<file path="src/rtl/msq_pkg.sv">
package msq_pkg;
  typedef enum logic [1:0] {
    ST_IDLE = 2'd0,
    ST_RUN  = 2'd1,
    ST_CMP  = 2'd2
  } msq_state_e;
endpackage

</file>
<file path="src/rtl/msq_mask_reg.sv">
module msq_mask_reg #(
  parameter int NEL = 64,
  parameter int IW  = 6
) (
  input  logic           clk,
  input  logic           rst_n,
  input  logic           set_all,
  input  logic           upd_en,
  input  logic [IW-1:0]  upd_idx,
  input  logic           upd_bit,
  output logic [NEL-1:0] mask_q
);
  always_ff @(posedge clk) begin
    if (!rst_n)       mask_q <= '1;
    else if (set_all) mask_q <= '1;
    else if (upd_en)  mask_q[upd_idx] <= upd_bit;
  end
endmodule

</file>
<file path="src/rtl/msq_picker.sv">
module msq_picker #(
  parameter int NEL = 64,
  parameter int IW  = 6
) (
  input  logic           clk,
  input  logic           rst_n,
  input  logic           load,
  input  logic [NEL-1:0] load_vec,
  input  logic           take,
  output logic           pick_any,
  output logic [IW-1:0]  pick_idx
);
  logic [NEL-1:0] pend_q;

  // lowest set bit wins, so issue order is ascending
  function automatic logic [IW-1:0] lowest_set(input logic [NEL-1:0] v);
    logic [IW-1:0] r;
    r = '0;
    for (int i = NEL - 1; i >= 0; i--) begin
      if (v[i]) r = IW'(i);
    end
    return r;
  endfunction

  assign pick_any = |pend_q;
  assign pick_idx = lowest_set(pend_q);

  always_ff @(posedge clk) begin
    if (!rst_n)    pend_q <= '0;
    else if (load) pend_q <= load_vec;
    else if (take) pend_q[pick_idx] <= 1'b0;
  end
endmodule

</file>
<file path="src/rtl/msq_alu_pipe.sv">
module msq_alu_pipe #(
  parameter int DEPTH = 3,
  parameter int DW    = 32,
  parameter int IW    = 6
) (
  input  logic          clk,
  input  logic          rst_n,
  input  logic          in_v,
  input  logic [IW-1:0] in_idx,
  input  logic [DW-1:0] in_a,
  input  logic [DW-1:0] in_b,
  output logic          out_v,
  output logic [IW-1:0] out_idx,
  output logic [DW-1:0] out_data,
  output logic          any_v
);
  logic [DEPTH-1:0] v_q;
  logic [IW-1:0]    idx_q [DEPTH];
  logic [DW-1:0]    dat_q [DEPTH];

  function automatic logic [DW-1:0] add_wrap(input logic [DW-1:0] a, input logic [DW-1:0] b);
    return a + b;
  endfunction

  for (genvar g = 0; g < DEPTH; g++) begin : g_stage
    if (g == 0) begin : g_head
      always_ff @(posedge clk) begin
        if (!rst_n) begin
          v_q[0] <= 1'b0; idx_q[0] <= '0; dat_q[0] <= '0;
        end else begin
          v_q[0]   <= in_v;
          idx_q[0] <= in_idx;
          dat_q[0] <= add_wrap(in_a, in_b);
        end
      end
    end else begin : g_body
      always_ff @(posedge clk) begin
        if (!rst_n) begin
          v_q[g] <= 1'b0; idx_q[g] <= '0; dat_q[g] <= '0;
        end else begin
          v_q[g]   <= v_q[g-1];
          idx_q[g] <= idx_q[g-1];
          dat_q[g] <= dat_q[g-1];
        end
      end
    end
  end

  assign out_v    = v_q[DEPTH-1];
  assign out_idx  = idx_q[DEPTH-1];
  assign out_data = dat_q[DEPTH-1];
  assign any_v    = |v_q;
endmodule

</file>
<file path="src/rtl/mask_skip_seq.sv">
module mask_skip_seq #(
  parameter int NEL   = 64,
  parameter int DW    = 32,
  parameter int DEPTH = 3,
  localparam int IW   = (NEL > 1) ? $clog2(NEL) : 1,
  localparam int LW   = $clog2(NEL + 1)
) (
  input  logic          clk,
  input  logic          rst_n,
  input  logic          start,
  input  logic [LW-1:0] vlen,
  input  logic          mask_all,
  input  logic          mask_cmp,
  input  logic [DW-1:0] cmp_scalar,
  output logic [IW-1:0] rd_a_idx,
  output logic [IW-1:0] rd_b_idx,
  input  logic [DW-1:0] rd_a_data,
  input  logic [DW-1:0] rd_b_data,
  output logic          wr_en,
  output logic [IW-1:0] wr_idx,
  output logic [DW-1:0] wr_data,
  output logic          done
);
  import msq_pkg::*;

  function automatic logic [LW-1:0] clamp_len(input logic [LW-1:0] v);
    return (v > LW'(NEL)) ? LW'(NEL) : v;
  endfunction

  function automatic logic [NEL-1:0] below_len(input logic [LW-1:0] l);
    logic [NEL-1:0] m;
    for (int i = 0; i < NEL; i++) m[i] = (i < int'(l));
    return m;
  endfunction

  function automatic logic gt_signed(input logic [DW-1:0] a, input logic [DW-1:0] b);
    return $signed(a) > $signed(b);
  endfunction

  msq_state_e     state_q;
  logic [LW-1:0]  vl_q;
  logic [LW-1:0]  cnt_q;
  logic [NEL-1:0] mask_q;
  logic           pick_any;
  logic [IW-1:0]  pick_idx;
  logic           pipe_busy;

  // named events for the checker
  logic idle, go_run, go_all, go_cmp, issue, cmp_step, cmp_we, run_finish, cmp_finish, running;

  assign idle       = (state_q == ST_IDLE);
  assign running    = (state_q == ST_RUN);
  assign go_run     = idle && start;
  assign go_all     = idle && !start && mask_all;
  assign go_cmp     = idle && !start && !mask_all && mask_cmp;
  assign issue      = running && pick_any;
  assign cmp_step   = (state_q == ST_CMP);
  assign cmp_we     = cmp_step && (cnt_q < vl_q);
  assign cmp_finish = cmp_step && ((cnt_q + LW'(1)) >= vl_q);
  assign run_finish = running && !pick_any && !pipe_busy;

  assign rd_a_idx = cmp_step ? cnt_q[IW-1:0] : pick_idx;
  assign rd_b_idx = pick_idx;

  always_ff @(posedge clk) begin
    if (!rst_n) begin
      state_q <= ST_IDLE;
      vl_q    <= '0;
      cnt_q   <= '0;
      done    <= 1'b0;
    end else begin
      done <= run_finish || cmp_finish || go_all;
      if (go_run || go_cmp) vl_q <= clamp_len(vlen);
      if (go_cmp) cnt_q <= '0;
      else if (cmp_step && !cmp_finish) cnt_q <= cnt_q + LW'(1);
      unique case (state_q)
        ST_IDLE: if (go_run) state_q <= ST_RUN;
                 else if (go_cmp) state_q <= ST_CMP;
        ST_RUN:  if (run_finish) state_q <= ST_IDLE;
        ST_CMP:  if (cmp_finish) state_q <= ST_IDLE;
        default: state_q <= ST_IDLE;
      endcase
    end
  end

  msq_mask_reg #(.NEL(NEL), .IW(IW)) u_mask (
    .clk(clk), .rst_n(rst_n), .set_all(go_all),
    .upd_en(cmp_we), .upd_idx(cnt_q[IW-1:0]),
    .upd_bit(gt_signed(rd_a_data, cmp_scalar)), .mask_q(mask_q)
  );

  msq_picker #(.NEL(NEL), .IW(IW)) u_pick (
    .clk(clk), .rst_n(rst_n), .load(go_run),
    .load_vec(mask_q & below_len(clamp_len(vlen))),
    .take(issue), .pick_any(pick_any), .pick_idx(pick_idx)
  );

  msq_alu_pipe #(.DEPTH(DEPTH), .DW(DW), .IW(IW)) u_pipe (
    .clk(clk), .rst_n(rst_n), .in_v(issue), .in_idx(pick_idx),
    .in_a(rd_a_data), .in_b(rd_b_data),
    .out_v(wr_en), .out_idx(wr_idx), .out_data(wr_data), .any_v(pipe_busy)
  );
endmodule

</file>
<file path="config.mk">
export PLATFORM = sky130hd
export DESIGN_NAME = mask_skip_seq
export DESIGN_NICKNAME = d
export VERILOG_FILES = /design/src/rtl/msq_pkg.sv /design/src/rtl/msq_mask_reg.sv /design/src/rtl/msq_picker.sv /design/src/rtl/msq_alu_pipe.sv /design/src/rtl/mask_skip_seq.sv
export SDC_FILE = /design/constraint.sdc
export NUM_CORES = 1
export LEC_CHECK = 0
export ABC_AREA = 1
export BUFFER_PORTS_ARGS = -buffer_cell sky130_fd_sc_hd__buf_2
export CAP_MARGIN = 10
export CORE_ASPECT_RATIO = 0.7
export CORE_UTILIZATION = 45
export DETAILED_ROUTE_END_ITERATION = 12
export SLEW_MARGIN = 20
export SYNTH_ARGS = -nofsm -noshare
export SYNTH_HDL_FRONTEND = slang
export SYNTH_SLANG_ARGS = --single-unit
</file>
<file path="constraint.sdc">
create_clock -name clk -period 13.5 [get_ports clk]
set_input_delay 2.025 -clock clk [delete_from_list [all_inputs] [get_ports clk]]
set_output_delay 2.025 -clock clk [all_outputs]
set_load 0.005 [all_outputs]
</file>
After elaboration in Yosys (flattened, before gate mapping)

Memory sizes are Yosys's and may differ from the RTL's.
Cells that the tools add are included.

Bits in registers: 148
Memory bits (writable): 114
Input port bits: 108
Output and inout port bits: 52
Word-level logic and storage cells: 214
Memories: 2

Memory list:

| memory       | words | bits a word | rd ports | clocked after Yosys merged registers in | wr ports | RTL line           | source |
|---|---|---|---|---|---|---|---|
| u_pipe.dat_q | 3     | 32          | 3        | 0                                       | 3        | msq_alu_pipe.sv:19 | `logic [DW-1:0] dat_q [DEPTH];` |
| u_pipe.idx_q | 3     | 6           | 3        | 0                                       | 3        | msq_alu_pipe.sv:18 | `logic [IW-1:0] idx_q [DEPTH];` |

$add $sub $neg: 2
Magnitude comparators: 72
Equal/unequal tests: 5
Muxes and demuxes: 86
Bitwise gates (word level): 10
Reductions and logical operators: 28

Operators with widths:

| kind                                                                                | number |
|---|---|
| 6-bit 2-to-1 mux                                                                    | 68 |
| 6-bit by 7-bit < comparator with 1-bit output, first input constant                 | 32 |
| 64-bit AND                                                                          | 2 |
| 64-bit 2-to-1 mux                                                                   | 2 |
| 5-bit by 7-bit < comparator with 1-bit output, first input constant                 | 16 |
| 32-bit 2-to-1 mux                                                                   | 3 |
| 64-bit bitwise mux                                                                  | 1 |
| 64-bit NOT                                                                          | 1 |
| 64-bit OR reduction                                                                 | 1 |
| 4-bit by 7-bit < comparator with 1-bit output, first input constant                 | 8 |
| 32-bit adder                                                                        | 1 |
| 32-bit greater-than comparator                                                      | 1 |
| 3-bit by 7-bit < comparator with 1-bit output, first input constant                 | 4 |
| 1-bit by 7-bit < comparator with 1-bit output, first input constant                 | 2 |
| 2-bit by 7-bit < comparator with 1-bit output, first input constant                 | 2 |
| 6-bit by 7-bit < comparator with 1-bit output, second input constant                | 2 |
| 1-bit logical AND                                                                   | 13 |
| 1-bit demux with 6-bit select                                                       | 2 |
| 6-bit by 1-bit greater-or-equal comparator with 1-bit output, second input constant | 2 |
| 2-bit 2-to-1 mux                                                                    | 4 |
| 7-bit by 1-bit adder with 7-bit output, second input constant                       | 1 |
| 7-bit greater-or-equal comparator                                                   | 1 |
| 7-bit greater-than comparator, second input constant                                | 1 |
| 7-bit < comparator                                                                  | 1 |
| 17 further kinds                                                                    | 32 |

Logic depth before layout (Yosys ltp)

Gate-level depths: netlist of the first run.

Depth in word-level cells: 72
Depth in mapped cells: 68
Depth with buffers taken out: 67

Modules after synthesis

A second synthesis of the first run with hierarchy kept.

Cell total of the unflattened synthesis: 2571
Area, all modules: 16085.4 um2

By module, submodules not included:

| module        | times used | cells an instance | area each (um2) | seq. area each (um2) |
|---|---|---|---|---|
| msq_alu_pipe  | 1          | 842               | 5669.2          | 2342.2 |
| msq_picker    | 1          | 874               | 4813.4          | 1281.2 |
| mask_skip_seq | 1          | 472               | 2891.5          | 340.3 |
| msq_mask_reg  | 1          | 383               | 2711.4          | 1281.2 |

Least setup slack after synthesis of the first run

No wires, ideal clock.

Path kind: input -> register
Start point: input rd_a_data[1]
End point: memory u_pipe.dat_q[0][31]
Setup time: 0.118 ns
Arrival: 5.552 ns
Data required time: 13.382 ns
Slack: 7.830 ns
Cell stages on the path: 40
Path through: ha_1 > a21oi_1 > nor2_1 > nor2_1 > nor2_1 > nor2_1 > inv_1 > a21oi_2 > nor2_1 > nor2_1 > inv_1 > a21oi_2 > o21ai_1 > a31oi_1 > inv_1 > nand2_1 > inv_2 > o21ai_2 > [4 not listed] > o21ai_2 > a21oi_2 > inv_1 > nand2_1 > inv_2 > o21ai_1 > nand2_1 > nand2_1 > inv_2 > o21ai_1 > nand2_1 > nand2_1 > nand2_1 > a21oi_2 > nor2_1 > a311o_1 > o21ai_1 > a21oi_1

RTL lines:

| what        | RTL line            | source |
|---|---|---|
| from (decl) | mask_skip_seq.sv:17 | `input logic [DW-1:0] rd_a_data,` |
| to (decl)   | msq_alu_pipe.sv:19  |  |

Worst setup path in the final report of the first run

Start point: register u_pick.pend_q[63]
End point: output rd_a_idx[0]

Word-level cells in the longest chain between the ends: 65

Ends and longest elaborated chain:

| what                           | RTL line            | source |
|---|---|---|
| from (decl)                    | msq_picker.sv:13    | `logic [NEL-1:0] pend_q;` |
| from (signal assigned)         | msq_picker.sv:30    | `else if (load) pend_q <= load_vec;` |
| 6-bit 2-to-1 mux (64 in a row) | msq_picker.sv:20    | `if (v[i]) r = IW'(i);` |
| 6-bit 2-to-1 mux               | mask_skip_seq.sv:62 | `assign rd_a_idx = cmp_step ? cnt_q[IW-1:0] : pick_idx;` |
| to (decl)                      | mask_skip_seq.sv:15 | `output logic [IW-1:0] rd_a_idx,` |

Every way passes these cells.

==> results of run 1 <==
layout make-up:
type                    instances  area (µm²)  share of cell area
diodes                          1       2.502           0.0001613
clock buffers                  38       779.5             0.05025
clock inverters                13       187.7             0.01210
inverters                     303        1137             0.07332
multi-input cells            1242        6814              0.4393
flip-flops and latches        262        5245              0.3381
well taps                     378       473.0             0.03049
repair buffers                169       873.3             0.05630
cells in the mapped netlist (2+ instances only):
cell / count
nand2_1: 308
inv_1: 295
dfxtp_1: 262
o21ai_0: 182
nor2_1: 161
a21oi_1: 156
nand3_1: 85
ha_1: 78
clkbuf_1: 68
o311ai_0: 65
a31oi_1: 55
nand4_1: 47
nor3_1: 26
buf_1: 17
nor4_1: 16
o21a_1: 12
a211oi_1: 7
a21oi_2: 6
o21bai_1: 6
clkinv_1: 4
inv_2: 4
o21ai_1: 4
xor2_1: 4
a32oi_1: 3
buf_2: 3
buf_6: 3
o31ai_1: 3
or2_2: 3
nand2_4: 2
nand3b_1: 2
o21ai_2: 2
worst max-delay path by stage:
| stage | from | to | slack (ns) | depth (start not counted) |
|---|---|---|---|---|
| after floorplan | rd_a_data[1] | u_pipe.dat_q[0][31]$_SDFF_PN0_ | 7.83 | 40 |
| after global placement | u_pick.pend_q[62]$_SDFFE_PN0P_ | rd_a_idx[0] | 7.00 | 66 |
| after detailed placement | u_pick.pend_q[61]$_SDFFE_PN0P_ | rd_a_idx[0] | 6.95 | 65 |
| after CTS | u_pick.pend_q[63]$_SDFFE_PN0P_ | rd_a_idx[0] | 6.32 | 65 |
| after global routing | u_pick.pend_q[62]$_SDFFE_PN0P_ | rd_a_idx[0] | 5.47 | 66 |
| final | u_pick.pend_q[63]$_SDFFE_PN0P_ | rd_a_idx[0] | 6.27 | 65 |
per-layer routing:
layer / track usage / vias to the layer above / wire [µm]
met1: 0.4424 / 5954 / 21510
met4: 0.04088 / 0 / 386
li1: - / 6644 / -
met5: 0 / - / 0
met3: 0.06520 / 34 / 4438
met2: 0.3737 / 510 / 16680
power by group through the flow:
stage                     sequential (W)  combinational (W)  clock, W
final                           0.000860           0.000490  0.000813
after CTS                       0.000859           0.000479  0.000827
after global placement          0.000875           0.000472         0
after detailed placement        0.000875           0.000477         0
after floorplan                 0.000868           0.000326         0
after global routing            0.000866           0.000546  0.000861
through the flow:
| stage | util | power, W | hold slack, ns | cell area, µm² |
|---|---|---|---|---|
| after floorplan | - | 0.001194 | 0.3905 | 13560 |
| after detailed placement | 0.4963 | 0.001352 | 0.3969 | 14530 |
| after global routing | 0.5297 | 0.002273 | 0.4242 | 15510 |
| after global placement | 0.4963 | 0.001346 | 0.3931 | 14530 |
| final | 0.5298 | 0.002162 | 0.4031 | 15510 |
| after CTS | 0.5293 | 0.002165 | 0.4105 | 15500 |
critical path: cells and delay by family (launching register included):
kind / cells / cell delay [ns]
simple gates: 63 / 3.78
compound gates: 1 / 0.31
flops: 1 / 0.36
buf+inv: 1 / 0.16
state kept, by name, summed over array words and instances, names as in the netlist:
name	count
u_pipe.v_q	2
u_pipe.idx_q	18
u_pick.pend_q	64
u_mask.mask_q	64
cnt_q	7
u_pipe.out_v	1
state_q	2
vl_q	7
done	1
u_pipe.dat_q	96
cells in the final DEF, fill, tap and decap left out, types with 47 or more instances in the layout:
cell      instances
ha_1             78
buf_2           158
a21oi_1         156
dfxtp_1         262
o21ai_0         182
nor2_1          160
nand3_1          85
nand2_1         308
o311ai_0         65
inv_1           293
nand4_1          47
a31oi_1          55
cells by family after synthesis:
kind of cell,count (synthesis),synth area share
AO/OA/AOI/OAI,507,0.2199
buffers and inverters,395,0.1120
AND/OR/NAND/NOR,651,0.2045
adder cells (fa/ha/maj),79,0.07346
XOR/XNOR,5,0.003230
flip-flops,262,0.3869
==> results_dict.tcl, run 1 <==
set metrics [dict create \
    die-area_um2 30840 \
    synth_top_cell_area_share 0.3869 \
    path_common_cell "nand2_1" \
    pre_cts_ws_ns 6.945 \
    cts_tree "done" \
    synthDistinctLibCells 41 \
    post_drt_via_cell_ratio 5.462 \
    synthTopCellsByArea "dfxtp_1 39%, nand2_1 8.5%, inv_1 8.2%" \
    worstPathArrival_ns 5.20 \
    finalCritPeriodShare 0.5352 \
    grt_util_all_layers 0.2772 \
    port-buffer-count 159 \
    min_from "u_pipe.dat_q[1][17]$_SDFF_PN0_" \
    wl_per_cell_um 17.88 \
    cp-end-kind "output port" \
    drtIter0Drc 1245 \
    period_needed_ns 7.226 \
    io_pins 160 \
    combPwrFrac 0.226 \
    die_w_um 209.5 \
    setup_slack_ns 6.274 \
    start_util 0.4631 \
    fin_tns_setup_ns 0 \
    pwr-share-clk 0.376 \
    routed_wl_um 43020 \
    grt_pass1_vias 11651 \
    drc 0 \
    grt_pass1_wl_um 66640 \
    regToRegSetupSlack_ns 8.84 \
    yosys_warnings 0 \
    switchingPower_w 0.0007028 \
    cts_sinks 262 \
    r2r_cells 67 \
    hold_buffers 0 \
    hold_end "u_pipe.dat_q[2][17]$_SDFF_PN0_" \
    finalSetupViolations 0 \
    nFillCells 2869 \
    holdCritPathClass "flip-flop to flip-flop" \
    placementRows 52 \
    synth_largest_area_cell "dfxtp_1" \
    firstDrtPassIters 6 \
    max-slew-margin-rel 0.3368 \
    post_cts_resized 0 \
    r2r_end "u_pick.pend_q[56]$_SDFFE_PN0P_" \
    max_freq_mhz 138.4 \
    fin_nets 2193 \
    core_um2 29280 \
    dp.cells 2354 \
    p_int_w 0.001460 \
    synth_edf_count 0 \
    finalNonFillerCells 2406 \
    dp_hpwl_um 31050 \
    rr_startpoint "u_pick.pend_q[62]$_SDFFE_PN0P_" \
    min_path_cells 2 \
    max_stage_delay_ns 0.36 \
    slowest_stage "dfxtp_1" \
    place.gp.congestion 0.9334 \
    start_kind "flip-flop" \
    syn_nets 2086 \
    synth_ff_type "dfxtp_1" \
    hold_viol_final 0 \
    critical_path_class "flip-flop to output port" \
    cap_violations 0 \
    worstMarginPinSlew_ns 0.9911 \
    yosysSeqAreaShare 0.3869 \
    die_y_um 147.2 \
    clock_latency_ns 0.55 \
    status "complete, no violations" \
    syn_to_final_growth_pct 14.42 \
    seqPwrFrac 0.398 \
    ys_ff_latch 262 \
    finClkSkew_ns 0.01062 \
    gr-total-overflow 0 \
    path_clk_slew_ns 0.07 \
    antenna_found_initial 1 \
    slew_violations 0 \
    dr_total_vias 13142 \
    htreeDepth 1 \
    layout-drive-gt1-share 0.1169 \
    leakagePower_nw 7.386 \
    post_cts_buffers 0 \
    power_density_nw_per_um2 139.4 \
    netlist_area_um2 13560 \
    clockBufferDepth 3 \
    irDropWorstVdd_v 0.00008594 \
    grt_max_degree 75 \
    synth_area_per_cell_um2 7.140 \
    cts_buffers 28 \
    swShare 0.3250 \
    rsz0062_at_grt "false" \
    worstPathMaxFanout 34 \
    cp.required_ns 11.48 \
    clockRootBuffer "clkbuf_16" \
    async_flop_share 0 \
    synthCells 1899 \
    ant_nets 0 \
]
(Power assumes the default switching activity.)
==> run 2, diff against run 1 <==
- PLACE_DENSITY: unset -> 0.67
- clock period: 13.5 -> 6.5 ns (I/O delays scaled with it)
==> run 2 against run 1 <==
  * Global-route usage fell by 1.0 points
  * Critical path type unchanged
  * Critical endpoint unchanged
  * Cell area rose by 0.22%
  * Setup slack got worse by 5.6 ns
  * First-iteration DRC count rose by 17%
  * Hold slack improved by 0.0047 ns
  * Core utilization rose by 0.12 points
  * Sequential power rose by 110%
  * Routed wire length fell by 2.0%
  * Largest power group unchanged
  * Flip-flop and latch count did not move
  * Clock skew rose by 0.0018 ns
==> results_dict.tcl, run 2 (synthesized netlist as in run 1, its figures left out) <==
set metrics [dict create \
    port-buffer-count 159 \
    max_freq_mhz 170.8 \
    crit_end "rd_a_idx[0]" \
    largestRegisters "u_pipe.dat_q x96, u_mask.mask_q x64, u_pick.pend_q x64" \
    wl_per_cell_um 17.52 \
    post_drt_via_cell_ratio 5.574 \
    antenna_found_initial 2 \
    nFillCells 2881 \
    slew_violations 0 \
    irDropWorstVdd_v 0.0001568 \
    finClkSkew_ns 0.01240 \
    path_common_cell "nand2_1" \
    max-slew-margin-rel 0.2720 \
    grt_util_all_layers 0.2669 \
    cp.required_ns 5.52 \
    routed_wl_um 42170 \
    power_density_nw_per_um2 288.9 \
    clockRootBuffer "clkbuf_16" \
    cts_tree "done" \
    worstPathMaxFanout 34 \
    core_um2 29280 \
    combPwrFrac 0.229 \
    layout_common_cells "308 x nand2_1, 293 x inv_1, 262 x dfxtp_1" \
    seqPwrFrac 0.398 \
    gr-total-overflow 0 \
    status "complete, no violations" \
    largest_reg_flops 96 \
    finalSetupViolations 0 \
    critical_path_class "flip-flop to output port" \
    cp.depth 66 \
    drtIter0Drc 1453 \
    syn_to_final_growth_pct 14.66 \
    worst-path-buf-inv 2 \
    grt_pass1_wl_um 64690 \
    layout_commonest_cell "nand2_1" \
    r2r_end "u_pick.pend_q[49]$_SDFFE_PN0P_" \
    grt_max_degree 102 \
    cts_sinks 262 \
    leakagePower_nw 7.399 \
    grt_pass1_vias 11598 \
    hold_viol_final 0 \
    regToRegSetupSlack_ns 1.77 \
    critPathTopFamily "simple AND/OR/NAND/NOR gates" \
    place.gp.congestion 0.9517 \
    switchingPower_w 0.001465 \
    finalCritPeriodShare 0.9009 \
    htreeDepth 1 \
    dp.cells 2353 \
    drc 0 \
    clock_latency_ns 0.55 \
    holdWs_ns 0.4078 \
    firstDrtPassIters 7 \
    rr_startpoint "u_pick.pend_q[63]$_SDFFE_PN0P_" \
    placementRows 52 \
    die_y_um 147.2 \
    io_pins 160 \
    layout-drive-gt1-share 0.1193 \
    cts_buffers 27 \
    top_register "u_pipe.dat_q" \
    die-area_um2 30840 \
    p_int_w 0.003026 \
    period_needed_ns 5.856 \
    dr_total_vias 13416 \
    dp_hpwl_um 30340 \
    fin_tns_setup_ns 0 \
    finalNonFillerCells 2407 \
    worstMarginPinSlew_ns 1.085 \
    die_w_um 209.5 \
    holdCritPathClass "flip-flop to flip-flop" \
    worstPathArrival_ns 4.88 \
    start_kind "flip-flop" \
    ant_nets 0 \
    min_path_cells 2 \
    swShare 0.3261 \
    max_stage_delay_ns 0.33 \
    cap_violations 0 \
    slowest_stage "dfxtp_1" \
    worstSetupStartpoint "u_pick.pend_q[62]$_SDFFE_PN0P_" \
    cp-end-kind "output port" \
    path_clk_slew_ns 0.06 \
    pwr-share-clk 0.374 \
    rsz0062_at_grt "false" \
    start_util 0.4631 \
    r2r_cells 34 \
    hold_buffers 0 \
    fin_nets 2194 \
    clockBufferDepth 3 \
]
run 2: cell count changes in the layout (fill, tap and decap cells not counted), moves of 2 or more:
cell,change
clkbuf_1,-5
clkinv_1,+2
nor2_2,+2
nand2_8,+2
nor4_1,+2
nor2_1,-2
clkinv_2,+3
clkbuf_16,-2
inv_2,-2
nor4_2,-2
run 2: area by class of cell:
class	count	area, µm²	share of cell area
multi-input cells	1243	6847	0.4404
clock inverters	19	250.2	0.01610
well taps	378	473.0	0.03042
repair buffers	170	880.8	0.05666
clock buffers	31	710.7	0.04571
flip-flops and latches	262	5245	0.3374
inverters	303	1137	0.07316
diodes	1	2.502	0.0001610
run 2: worst min-delay path by stage:
stage / from / end / slack [ns]
floorplan: u_pipe.dat_q[0][0]$_SDFF_PN0_ / u_pipe.dat_q[1][0]$_SDFF_PN0_ / 0.39
global placement: u_pipe.idx_q[1][1]$_SDFF_PN0_ / u_pipe.idx_q[2][1]$_SDFF_PN0_ / 0.39
detailed placement: u_pipe.idx_q[1][4]$_SDFF_PN0_ / u_pipe.idx_q[2][4]$_SDFF_PN0_ / 0.40
CTS: u_pipe.idx_q[1][4]$_SDFF_PN0_ / u_pipe.idx_q[2][4]$_SDFF_PN0_ / 0.41
global route: u_pipe.dat_q[0][16]$_SDFF_PN0_ / u_pipe.dat_q[1][16]$_SDFF_PN0_ / 0.42
finish: u_pipe.dat_q[0][6]$_SDFF_PN0_ / u_pipe.dat_q[1][6]$_SDFF_PN0_ / 0.41
run 2: layer usage:
layer	up-vias	routed length, µm	GRT usage
met5	-	0	0
met4	0	623	0.05219
met3	52	5008	0.08465
met2	587	16420	0.3593
met1	6122	20120	0.4082
li1	6655	-	-
run 2: stage by stage:
stage | util | area (µm²) | total power [W] | setup WS, ns
3_3_place_gp | 0.4960 | 14520 | 0.002769 | 0.8801
6_report | 0.5310 | 15550 | 0.004491 | 0.6443
3_5_place_dp | 0.4961 | 14530 | 0.002784 | 0.8949
2_1_floorplan | - | 13560 | 0.002479 | 1.880
5_1_grt | 0.5309 | 15540 | 0.004692 | 0.01187
4_1_cts | 0.5289 | 15490 | 0.004459 | 0.2837
run 2: worst min-delay path, stage by stage (launching register included):
cell     delay [ns]
dfxtp_1        0.30
nand2_1        0.04
inv_1          0.04
run 2: what timing repair did:
| item | in CTS | in global routing |
|---|---|---|
| hold endpoints to repair | 0 | 0 |
| gates resized for setup | 0 | 5 |
| setup buffers | 0 | 2 |
| endpoints found under the setup margin | 0 | 2 |
run 2: power groups by stage:
stage                     Sequential (W)  Combinational [W]  Clock [W]
after floorplan                  0.00180           0.000677          0
after global placement           0.00182           0.000953          0
after detailed placement         0.00182           0.000965          0
after CTS                        0.00178           0.000971    0.00170
after global routing             0.00180            0.00113    0.00176
final                            0.00179            0.00103    0.00168
